--- src/rtl/ttc_regs_pkg.sv ---
package ttc_regs_pkg;
    localparam int DATA_W    = 32;
    localparam int CLKC_W    = 6;
    localparam int CTRL_W    = 6;
    localparam int IEN_W     = 6;
    localparam int ISTAT_W   = 6;
    localparam int EVC_W     = 3;
    localparam int NUM_MATCH = 3;
    localparam int NUM_GRP   = 11;
    localparam logic [CTRL_W-1:0] CTRL_RST_VAL = 6'h21;

    typedef enum logic [3:0] {
        G_CLKC   = 4'd0,
        G_CTRL   = 4'd1,
        G_COUNT  = 4'd2,
        G_INTV   = 4'd3,
        G_MATCH0 = 4'd4,
        G_MATCH1 = 4'd5,
        G_MATCH2 = 4'd6,
        G_ISTAT  = 4'd7,
        G_IEN    = 4'd8,
        G_EVCTL  = 4'd9,
        G_EVCNT  = 4'd10
    } grp_e;

    typedef enum logic {
        RD_IDLE = 1'b0,
        RD_RESP = 1'b1
    } rd_state_e;
endpackage

--- src/rtl/ttc_addr_decode.sv ---
module ttc_addr_decode
    import ttc_regs_pkg::*;
#(
    parameter int ADDR_W = 12,
    parameter int NUM_CH = 3,
    localparam int CH_W  = (NUM_CH > 1) ? $clog2(NUM_CH) : 1
) (
    input  logic [ADDR_W-1:0] addr,
    output logic              hit,
    output grp_e              grp,
    output logic [CH_W-1:0]   chan
);
    localparam int unsigned SPAN = NUM_GRP * NUM_CH;

    int unsigned word;

    // interleaved layout, channel = word mod NUM_CH, group = word div NUM_CH
    always_comb begin
        word = 32'(addr[ADDR_W-1:2]);
        hit  = (addr[1:0] == 2'b00) && (word < SPAN);
        grp  = hit ? grp_e'(4'(word / NUM_CH)) : G_CLKC;
        chan = hit ? CH_W'(word % NUM_CH) : '0;
    end
endmodule

--- src/rtl/ttc_chan_regs.sv ---
module ttc_chan_regs
    import ttc_regs_pkg::*;
#(
    parameter int CNT_W = 16
) (
    input  logic                               clk,
    input  logic                               rst_n,
    input  logic                               we,
    input  grp_e                               grp,
    input  logic [CNT_W-1:0]                   wdata,
    output logic [CLKC_W-1:0]                  clkc,
    output logic [CTRL_W-1:0]                  ctrl,
    output logic [CNT_W-1:0]                   intv,
    output logic [NUM_MATCH-1:0][CNT_W-1:0]    match,
    output logic [IEN_W-1:0]                   ien,
    output logic [EVC_W-1:0]                   evctl
);
    // each field keeps only its own width of the write data
    always_ff @(posedge clk or negedge rst_n) begin
        if (!rst_n) begin
            clkc  <= '0;
            ctrl  <= CTRL_RST_VAL;
            intv  <= '0;
            ien   <= '0;
            evctl <= '0;
        end else if (we) begin
            case (grp)
                G_CLKC:  clkc  <= wdata[CLKC_W-1:0];
                G_CTRL:  ctrl  <= wdata[CTRL_W-1:0];
                G_INTV:  intv  <= wdata;
                G_IEN:   ien   <= wdata[IEN_W-1:0];
                G_EVCTL: evctl <= wdata[EVC_W-1:0];
                default: ;
            endcase
        end
    end

    // one register per match group, written only by its own group code
    for (genvar m = 0; m < NUM_MATCH; m++) begin : g_match
        localparam logic [3:0] MY_G = 4'(int'(G_MATCH0) + m);
        always_ff @(posedge clk or negedge rst_n) begin
            if (!rst_n)
                match[m] <= '0;
            else if (we && (grp == grp_e'(MY_G)))
                match[m] <= wdata;
        end

        assert_match_isolated_R7: assert property (@(posedge clk) disable iff (!rst_n)
            !(we && (grp == grp_e'(MY_G))) |=> $stable(match[m]));
    end

    // without a write to this channel nothing here may move
    assert_hold_without_write_R3: assert property (@(posedge clk) disable iff (!rst_n)
        !we |=> $stable({clkc, ctrl, intv, ien, evctl}));
endmodule

--- src/rtl/ttc_read_mux.sv ---
module ttc_read_mux
    import ttc_regs_pkg::*;
#(
    parameter int NUM_CH = 3,
    parameter int CNT_W  = 16,
    localparam int CH_W  = (NUM_CH > 1) ? $clog2(NUM_CH) : 1
) (
    input  logic                                         hit,
    input  grp_e                                         grp,
    input  logic [CH_W-1:0]                              chan,
    input  logic [NUM_CH-1:0][CLKC_W-1:0]                clkc,
    input  logic [NUM_CH-1:0][CTRL_W-1:0]                ctrl,
    input  logic [NUM_CH-1:0][CNT_W-1:0]                 intv,
    input  logic [NUM_CH-1:0][NUM_MATCH-1:0][CNT_W-1:0]  match,
    input  logic [NUM_CH-1:0][IEN_W-1:0]                 ien,
    input  logic [NUM_CH-1:0][EVC_W-1:0]                 evctl,
    input  logic [NUM_CH-1:0][CNT_W-1:0]                 count,
    input  logic [NUM_CH-1:0][ISTAT_W-1:0]               istat,
    input  logic [NUM_CH-1:0][CNT_W-1:0]                 evcnt,
    output logic [DATA_W-1:0]                            rd_word
);
    // zero-extended fields; undefined offsets return zero
    always_comb begin
        rd_word = '0;
        if (hit) begin
            case (grp)
                G_CLKC:   rd_word = DATA_W'(clkc[chan]);
                G_CTRL:   rd_word = DATA_W'(ctrl[chan]);
                G_COUNT:  rd_word = DATA_W'(count[chan]);
                G_INTV:   rd_word = DATA_W'(intv[chan]);
                G_MATCH0: rd_word = DATA_W'(match[chan][0]);
                G_MATCH1: rd_word = DATA_W'(match[chan][1]);
                G_MATCH2: rd_word = DATA_W'(match[chan][2]);
                G_ISTAT:  rd_word = DATA_W'(istat[chan]);
                G_IEN:    rd_word = DATA_W'(ien[chan]);
                G_EVCTL:  rd_word = DATA_W'(evctl[chan]);
                G_EVCNT:  rd_word = DATA_W'(evcnt[chan]);
                default:  rd_word = '0;
            endcase
        end
    end
endmodule

--- src/rtl/ttc_reg_wrapper.sv ---
module ttc_reg_wrapper
    import ttc_regs_pkg::*;
#(
    parameter int ADDR_W = 12,
    parameter int NUM_CH = 3,
    parameter int CNT_W  = 16
) (
    input  logic                                         clk,
    input  logic                                         rst_n,
    input  logic                                         bus_wr,
    input  logic                                         bus_rd,
    input  logic [ADDR_W-1:0]                            bus_addr,
    input  logic [DATA_W-1:0]                            bus_wdata,
    output logic                                         bus_rvalid,
    output logic [DATA_W-1:0]                            bus_rdata,
    output logic [NUM_CH-1:0][CLKC_W-1:0]                ch_clk_ctrl,
    output logic [NUM_CH-1:0][CTRL_W-1:0]                ch_cnt_ctrl,
    output logic [NUM_CH-1:0][CNT_W-1:0]                 ch_interval,
    output logic [NUM_CH-1:0][NUM_MATCH-1:0][CNT_W-1:0]  ch_match,
    output logic [NUM_CH-1:0][IEN_W-1:0]                 ch_int_en,
    output logic [NUM_CH-1:0][EVC_W-1:0]                 ch_evt_ctrl,
    input  logic [NUM_CH-1:0][CNT_W-1:0]                 ch_count,
    input  logic [NUM_CH-1:0][ISTAT_W-1:0]               ch_int_stat,
    input  logic [NUM_CH-1:0][CNT_W-1:0]                 ch_evt_count,
    output logic [NUM_CH-1:0]                            ch_stat_clr,
    output logic [NUM_CH-1:0]                            irq
);
    localparam int CH_W = (NUM_CH > 1) ? $clog2(NUM_CH) : 1;

    logic              hit;
    grp_e              grp;
    logic [CH_W-1:0]   chan;
    logic              wr_accept;
    logic              rd_accept;
    logic [DATA_W-1:0] rd_word;
    logic [DATA_W-1:0] rdata_q;
    rd_state_e         state_q;
    rd_state_e         state_d;
    logic              unused_wdata_hi;

    assign unused_wdata_hi = ^bus_wdata[DATA_W-1:CNT_W];

    ttc_addr_decode #(.ADDR_W(ADDR_W), .NUM_CH(NUM_CH)) dec_i (
        .addr (bus_addr),
        .hit  (hit),
        .grp  (grp),
        .chan (chan)
    );

    // write has priority; a read is accepted only without a write
    assign wr_accept = bus_wr && hit;
    assign rd_accept = bus_rd && !bus_wr;

    for (genvar c = 0; c < NUM_CH; c++) begin : g_chan
        ttc_chan_regs #(.CNT_W(CNT_W)) regs_i (
            .clk   (clk),
            .rst_n (rst_n),
            .we    (wr_accept && (chan == CH_W'(c))),
            .grp   (grp),
            .wdata (bus_wdata[CNT_W-1:0]),
            .clkc  (ch_clk_ctrl[c]),
            .ctrl  (ch_cnt_ctrl[c]),
            .intv  (ch_interval[c]),
            .match (ch_match[c]),
            .ien   (ch_int_en[c]),
            .evctl (ch_evt_ctrl[c])
        );

        // clear strobe for the addressed channel in the accept cycle
        assign ch_stat_clr[c] = rd_accept && hit && (grp == G_ISTAT) && (chan == CH_W'(c));
        // per-channel interrupt line
        assign irq[c] = |(ch_int_stat[c] & ch_int_en[c]);
    end

    ttc_read_mux #(.NUM_CH(NUM_CH), .CNT_W(CNT_W)) mux_i (
        .hit     (hit),
        .grp     (grp),
        .chan    (chan),
        .clkc    (ch_clk_ctrl),
        .ctrl    (ch_cnt_ctrl),
        .intv    (ch_interval),
        .match   (ch_match),
        .ien     (ch_int_en),
        .evctl   (ch_evt_ctrl),
        .count   (ch_count),
        .istat   (ch_int_stat),
        .evcnt   (ch_evt_count),
        .rd_word (rd_word)
    );

    // Read response state machine: next-state logic
    always_comb begin
        state_d = state_q;
        unique case (state_q)
            RD_IDLE: state_d = rd_accept ? RD_RESP : RD_IDLE;  // IDLE_TO_RESP / IDLE_HOLD
            RD_RESP: state_d = rd_accept ? RD_RESP : RD_IDLE;  // RESP_TO_RESP / RESP_TO_IDLE
            default: state_d = RD_IDLE;
        endcase
    end

    // State register
    always_ff @(posedge clk or negedge rst_n) begin
        if (!rst_n) state_q <= RD_IDLE;
        else        state_q <= state_d;
    end

    // Output register: capture read data with each accepted read
    always_ff @(posedge clk or negedge rst_n) begin
        if (!rst_n)         rdata_q <= '0;
        else if (rd_accept) rdata_q <= rd_word;
    end

    assign bus_rvalid = (state_q == RD_RESP);
    assign bus_rdata  = rdata_q;

    assert_rvalid_after_read_R8: assert property (@(posedge clk) disable iff (!rst_n)
        (bus_rd && !bus_wr) |=> bus_rvalid);

    assert_no_rvalid_without_read_R8: assert property (@(posedge clk) disable iff (!rst_n)
        !(bus_rd && !bus_wr) |=> !bus_rvalid);

    assert_clr_single_channel_R5: assert property (@(posedge clk) disable iff (!rst_n)
        $onehot0(ch_stat_clr));

    assert_clr_needs_read_R11: assert property (@(posedge clk) disable iff (!rst_n)
        (|ch_stat_clr) |-> (bus_rd && !bus_wr));

    assert_oor_read_zero_R6: assert property (@(posedge clk) disable iff (!rst_n)
        (bus_rd && !bus_wr && (bus_addr[1:0] != 2'b00)) |=> (bus_rdata == '0));

    assert_chan_in_range_R1: assert property (@(posedge clk) disable iff (!rst_n)
        hit |-> (32'(chan) < NUM_CH));
endmodule

--- config.mk ---
export PLATFORM = sky130hd
export DESIGN_NAME = ttc_reg_wrapper
export DESIGN_NICKNAME = d
export VERILOG_FILES = /design/src/rtl/ttc_regs_pkg.sv /design/src/rtl/ttc_addr_decode.sv /design/src/rtl/ttc_chan_regs.sv /design/src/rtl/ttc_read_mux.sv /design/src/rtl/ttc_reg_wrapper.sv
export SDC_FILE = /design/constraint.sdc
export NUM_CORES = 1
export LEC_CHECK = 0
export CAP_MARGIN = 5
export CORE_MARGIN = 10
export CORE_UTILIZATION = 40
export DETAILED_ROUTE_END_ITERATION = 16
export PLACE_DENSITY = 0.69
export SYNTH_ARGS = -nofsm -noshare
export SYNTH_HDL_FRONTEND = slang
export SYNTH_SLANG_ARGS = --single-unit
--- constraint.sdc ---
create_clock -name clk -period 9.5 [get_ports clk]
set_input_delay 1.425 -clock clk [delete_from_list [all_inputs] [get_ports clk]]
set_output_delay 1.425 -clock clk [all_outputs]
set_load 0.005 [all_outputs]
== After elaboration in Yosys (flattened, before gate mapping) ==
Cells that the tools add are included.
Word-level totals
  bits in registers: 288
  input port bits: 162
  output and inout bits: 294
  word-level logic and storage cells: 110
Operators by class
  divide/modulo/power cells: 2
  order comparisons: 2
  equal/unequal tests: 12
  multiplexer cells: 23
  bitwise operators: 3
  reductions and logical operators: 42
Operators by type and width (number)
  $pmux 16 s11: 1
  $bmux 16 s2: 3
  $bmux 48 s2: 1
  $bmux 6 s2: 4
  $mux 16: 3
  $mux 48: 1
  $div 10x2->32 const B: 1
  $mod 10x2->32 const B: 1
  $mux 32: 1
  $reduce_and 2->1: 15
  $mux 6: 4
  $logic_and 1x1->1: 20
  $and 6x6->6: 3
  $reduce_or 6->1: 3
  $eq 4x3->1 const B: 4
  $eq 4x4->1 const B: 3
  $lt 10x6->1 const B: 1
  $eq 4x2->1 const B: 2
  $bmux 3 s2: 1
  $eq 4x1->1 const B: 1
  $logic_not 2->1: 2
  $logic_not 4->1: 1
  $mux 4: 1
  $lt 2x3->1 const B: 1
  6 further kinds: 6

== Logic depth before layout (Yosys ltp) ==
  depth in word-level cells: 7
  mapped depth: 34
  gate-level depth less buffers: 27

== By module ==
Synthesis repeated with hierarchy kept, for this count alone.
Unflattened totals
  cells, all modules: 1294
  area total of the unflattened synthesis: 15985.3 µm²
By module, submodules not included
  ttc_chan_regs: times used 3, cells an instance 190, area an instance 3265.6 µm², sequential area each 2129.5 µm²
  ttc_read_mux: times used 1, cells an instance 456, area an instance 3499.6 µm², sequential area each 0.0 µm²
  ttc_reg_wrapper: times used 1, cells an instance 96, area an instance 1537.7 µm², sequential area each 825.8 µm²
  ttc_addr_decode: times used 1, cells an instance 172, area an instance 1151.1 µm², sequential area each 0.0 µm²

== Least setup slack after synthesis ==
Ideal clock, no wire load.
  kind: input to output
  from: input port bus_addr[10]
  to: output port ch_stat_clr[0]
  data arrival time: 7.199 ns
  data required time: 8.075 ns
  path slack: 0.876 ns
  stages on the path: 31
  path buffers: 6
  path through: buf_2 clkbuf_1 ha_1 buf_2 nand2b_1 a31o_2 or4_4 nand4_2 o311ai_4 a21o_1 buf_6 a22oi_1 and2_1 inv_1 ha_1 nor2_1 a32oi_2 a211oi_1 xnor2_1 inv_1 ha_1 inv_1 o211ai_1 a311o_1 a211oi_2 o211ai_1 nor2_2 or3_1 buf_4 clkbuf_1 nor2b_1
On the way
  longest elaborated chain between the ends: 6
  elaborated cells between the ends (all ways): 11
  those cells by class: div: 2; order compare: 1; eq/ne: 1; mux: 2; reduce/logical: 5
Ends and longest elaborated chain
  start: declaration: line ttc_reg_wrapper.sv:12  | input logic [ADDR_W-1:0] bus_addr,
  parallel branches: the longest is 5 deep, another holds $div 10x2->32
  $logic_and 1x1->1 (*): line ttc_reg_wrapper.sv:70  | assign ch_stat_clr[c] = rd_accept && hit && (grp == G_ISTAT) && (chan == CH_W'(c));
  end: declaration: line ttc_reg_wrapper.sv:25  | output logic [NUM_CH-1:0] ch_stat_clr,
Every way passes the cells marked *.

== Final worst setup path ==
  from: input port bus_addr[11]
  to: output port ch_stat_clr[2]
The elaborated chain is that of the path after synthesis.

==> metrics.txt <==
status complete, no violations; Critical-path top delay cell clkdlybuf4s50_1; Clk pwr share 0.420; Post-synth EDFFs 0; DR vias 15700; Post-CTS Hold Fix Bufs 0; WL/cell between 30 and 40 microns; syn_area_per_cell ~11 sq um; maximum VDD drop 0.145 mV; remaining routing DRC violations 0; FMAX 0.109 GHz; Seq cells post-synth 272; routed vias/inst approximately 6.4; Cell Pwr Density 135 nW/um^2; final hold violation count 0; first-pass GRT wire length 115 mm; CP Class in -> out; Arr. time, crit path 7740 ps; largest net degree at the start of global routing 180; Port Buffers 423; post-route design area ~22000 sq um; Post-DRT Antenna Nets 0; drt total wl approximately 81 mm; Root Buffer clkbuf_16; setup tns final 0 ps; H-tree depth 1; Combinational Power Share 0.182; required time of the critical path 8080 ps; die extent in y 217 microns; Mapped Cells ~1400; TritonCTS clock tree yes; Top delay family on crit path compound AO/OA/AOI/OAI gates; yosys warns 0; vias in the first global route 15500; final setup fails 0; Cell Int Power 2.06 mW; FP Rows 71; top post-synthesis cells by area dfrtp_1 43%, mux2_2 15%, mux2_1 3.5%; final RePlAce weighted congestion 1.03; layout cells sized above 1 0.220; initial antenna violation count 6; fill cell count 3347; Sw Pwr 0.877 mW; DP Area 20600 sq um; Yosys top cell area share 0.431; CORE AREA 37900 sq um; synthesized area 15500 sq um; sw frac 0.299; Finished Core Util 0.573; Slew @ Worst Pin 1300 ps; Lkg Pwr slightly above 9 nW; Max-Cap Viols 0; die area 46900 sq um; CP max stage delay 540 ps; drt initial violations between 2000 and 2500; I/O pins 456; shortest period the worst path allows 9170 ps; Reg clk slew, reported paths 60 ps; Clock Latency Late Sink 600 ps; Cell variety after synth 96; Synth Flop Type dfrtp_1; Syn-to-layout area delta 40.5%; total chip power 2.93 mW; detailed placer's ending HPWL 61.3 mm; final-report max-slew violation count 0; area leader, netlist dfrtp_1; TritonCTS Sinks 272; sequential power share 0.398; unrepaired setup endpoints after global routing false; Overflow after GRT 0; Final #Nets 2058; crit path buf inv count 6; Relative slew margins 0.128; TritonCTS buffer count 31; DIE WIDTH 217 microns; Async SR Flop Fraction 1.00; initial core utilization 0.407; Worst setup EP type primary output; register area share after synthesis 0.441; period utilisation layout 0.965; worst-path fanout max 6; worst hold path class reg -> reg; clk_skew 17.7 ps; GRT Total Usage 0.331; Pre-Repair DR Iteration Count 6; CTS Buffer Depth 3; startpoint types input pin
-- registers in the layout (all words and copies together) (netlist names) --
name / flops
bus_rvalid: 1
g_chan.regs_i.clkc: 18
g_chan.regs_i.evctl: 9
g_chan.regs_i.intv: 48
g_chan.regs_i.ctrl: 18
g_chan.regs_i.ien: 18
g_chan.regs_i.match: 144
bus_rdata: 16
-- per-layer routing --
| layer | global-route usage | routed length (microns) | vias up |
|---|---|---|---|
| met1 | 0.428 | 32200 | 7897 |
| met2 | 0.510 | 36700 | 1104 |
| met4 | 0.124 | 3390 | 2 |
| met5 | 0 | 11 | - |
| met3 | 0.101 | 9150 | 199 |
| li1 | - | - | 6477 |
-- synth_stat cells (all sizes together), types with 11 or more instances --
| library cell | n |
|---|---|
| a222oi | 21 |
| a32oi | 26 |
| dfrtp | 266 |
| nand3 | 87 |
| nor3 | 37 |
| a211oi | 15 |
| mux2i | 17 |
| inv | 11 |
| nand2b | 13 |
| buf | 53 |
| a32o | 12 |
| a31oi | 22 |
| and3 | 27 |
| nand2 | 99 |
| mux2 | 256 |
| a22oi | 49 |
| nand4 | 32 |
| a22o | 17 |
| a21oi | 36 |
| o21ai | 37 |
| nor2 | 64 |
| clkbuf | 74 |
-- power by group through the flow --
| stage | Combinational, mW | Sequential [mW] | Clock (mW) |
|---|---|---|---|
| detailed placement | 0.506 | 1.19 | 0 |
| global placement | 0.509 | 1.19 | 0 |
| CTS | 0.509 | 1.17 | 1.24 |
| floorplan | 0.258 | 1.19 | 0 |
| global route | 0.555 | 1.17 | 1.28 |
| finish | 0.533 | 1.17 | 1.23 |
-- cell type report --
cell class	count	area (sq um)	share of cell area
Timing Repair Buffer	523	5020	0.231
Sequential cell	272	6810	0.314
Clock inverter	12	133	0.00611
Multi-Input combinational cell	1052	8160	0.376
Antenna cell	4	10.0	0.000461
Tap cell	511	639	0.0294
Clock buffer	45	898	0.0414
Inverter	13	48.8	0.00225
-- stage by stage --
stage	cells	setup WS [ps]	hold WS, ps
global route	2432	28.3	538
floorplan	1464	876	497
detailed placement	2370	216	506
global placement	2370	256	488
CTS	2427	164	523
finish	2432	334	520
-- cell families after synthesis --
group,after synthesis,synth area share
AND/OR/NAND/NOR,409,0.137
AO/OA/AOI/OAI,344,0.173
multiplexers,273,0.198
flip-flops,272,0.441
buffers and inverters,140,0.0435
XOR/XNOR,7,0.00445
adder cells (fa/ha/maj),3,0.00243
other,1,0.000243
-- placed cells by master (no fill, tap or decap), types with 5 or more instances in the layout --
cell type / synthesis / routed
dfstp_2: 6 / 6
and2_1: 6 / 6
conb_1: 1 / 16
buf_4: 23 / 98
nand4_1: 31 / 31
nor2b_1: 7 / 6
nand2b_1: 13 / 13
clkbuf_16: 0 / 31
clkbuf_1: 74 / 7
a211oi_1: 14 / 10
o21ai_0: 35 / 34
dfrtp_1: 266 / 266
a32o_1: 12 / 12
a22o_1: 17 / 17
a21boi_0: 7 / 7
mux2_1: 48 / 48
and3_1: 27 / 27
a32oi_1: 25 / 25
clkbuf_8: 0 / 7
nand3_1: 85 / 85
a222oi_1: 21 / 21
inv_1: 11 / 11
a221oi_1: 10 / 10
a211o_1: 5 / 5
nor3_1: 36 / 32
nor4_1: 9 / 8
a22oi_1: 49 / 48
mux2_2: 208 / 208
o2bb2ai_1: 5 / 5
nor2_2: 8 / 11
a21oi_1: 35 / 33
o31a_1: 6 / 6
clkinv_2: 0 / 7
o221ai_1: 6 / 6
clkdlybuf4s50_1: 0 / 420
a31oi_1: 22 / 22
nor2_1: 56 / 53
o211ai_1: 8 / 8
nand2_1: 99 / 99
mux2i_1: 16 / 15
-- repair_timing --
item | CTS | global route
endpoints found under the setup margin | 0 | 3
gates resized for setup | 0 | 19
setup buffers | 0 | 1
-- path summary, 6_finish.rpt --
path	startpoint	endpoint	slack, ps	depth (start not counted)
min in group asynchronous	rst_n	g_chan[0].regs_i.match[40]$_DFFE_PN0P_	840	1
max in group asynchronous	rst_n	g_chan[1].regs_i.ien[1]$_DFFE_PN0P_	7190	2
setup reg to reg	g_chan[2].regs_i.ien[1]$_DFFE_PN0P_	bus_rdata[1]$_DFFE_PN0P_	7450	6
hold / removal	g_chan[0].regs_i.match[23]$_DFFE_PN0P_	g_chan[0].regs_i.match[23]$_DFFE_PN0P_	520	1
hold reg to reg	g_chan[0].regs_i.match[23]$_DFFE_PN0P_	g_chan[0].regs_i.match[23]$_DFFE_PN0P_	520	1
setup / recovery	bus_addr[11]	ch_stat_clr[2]	330	27
Note: power is estimated with default switching activity, not from simulation.
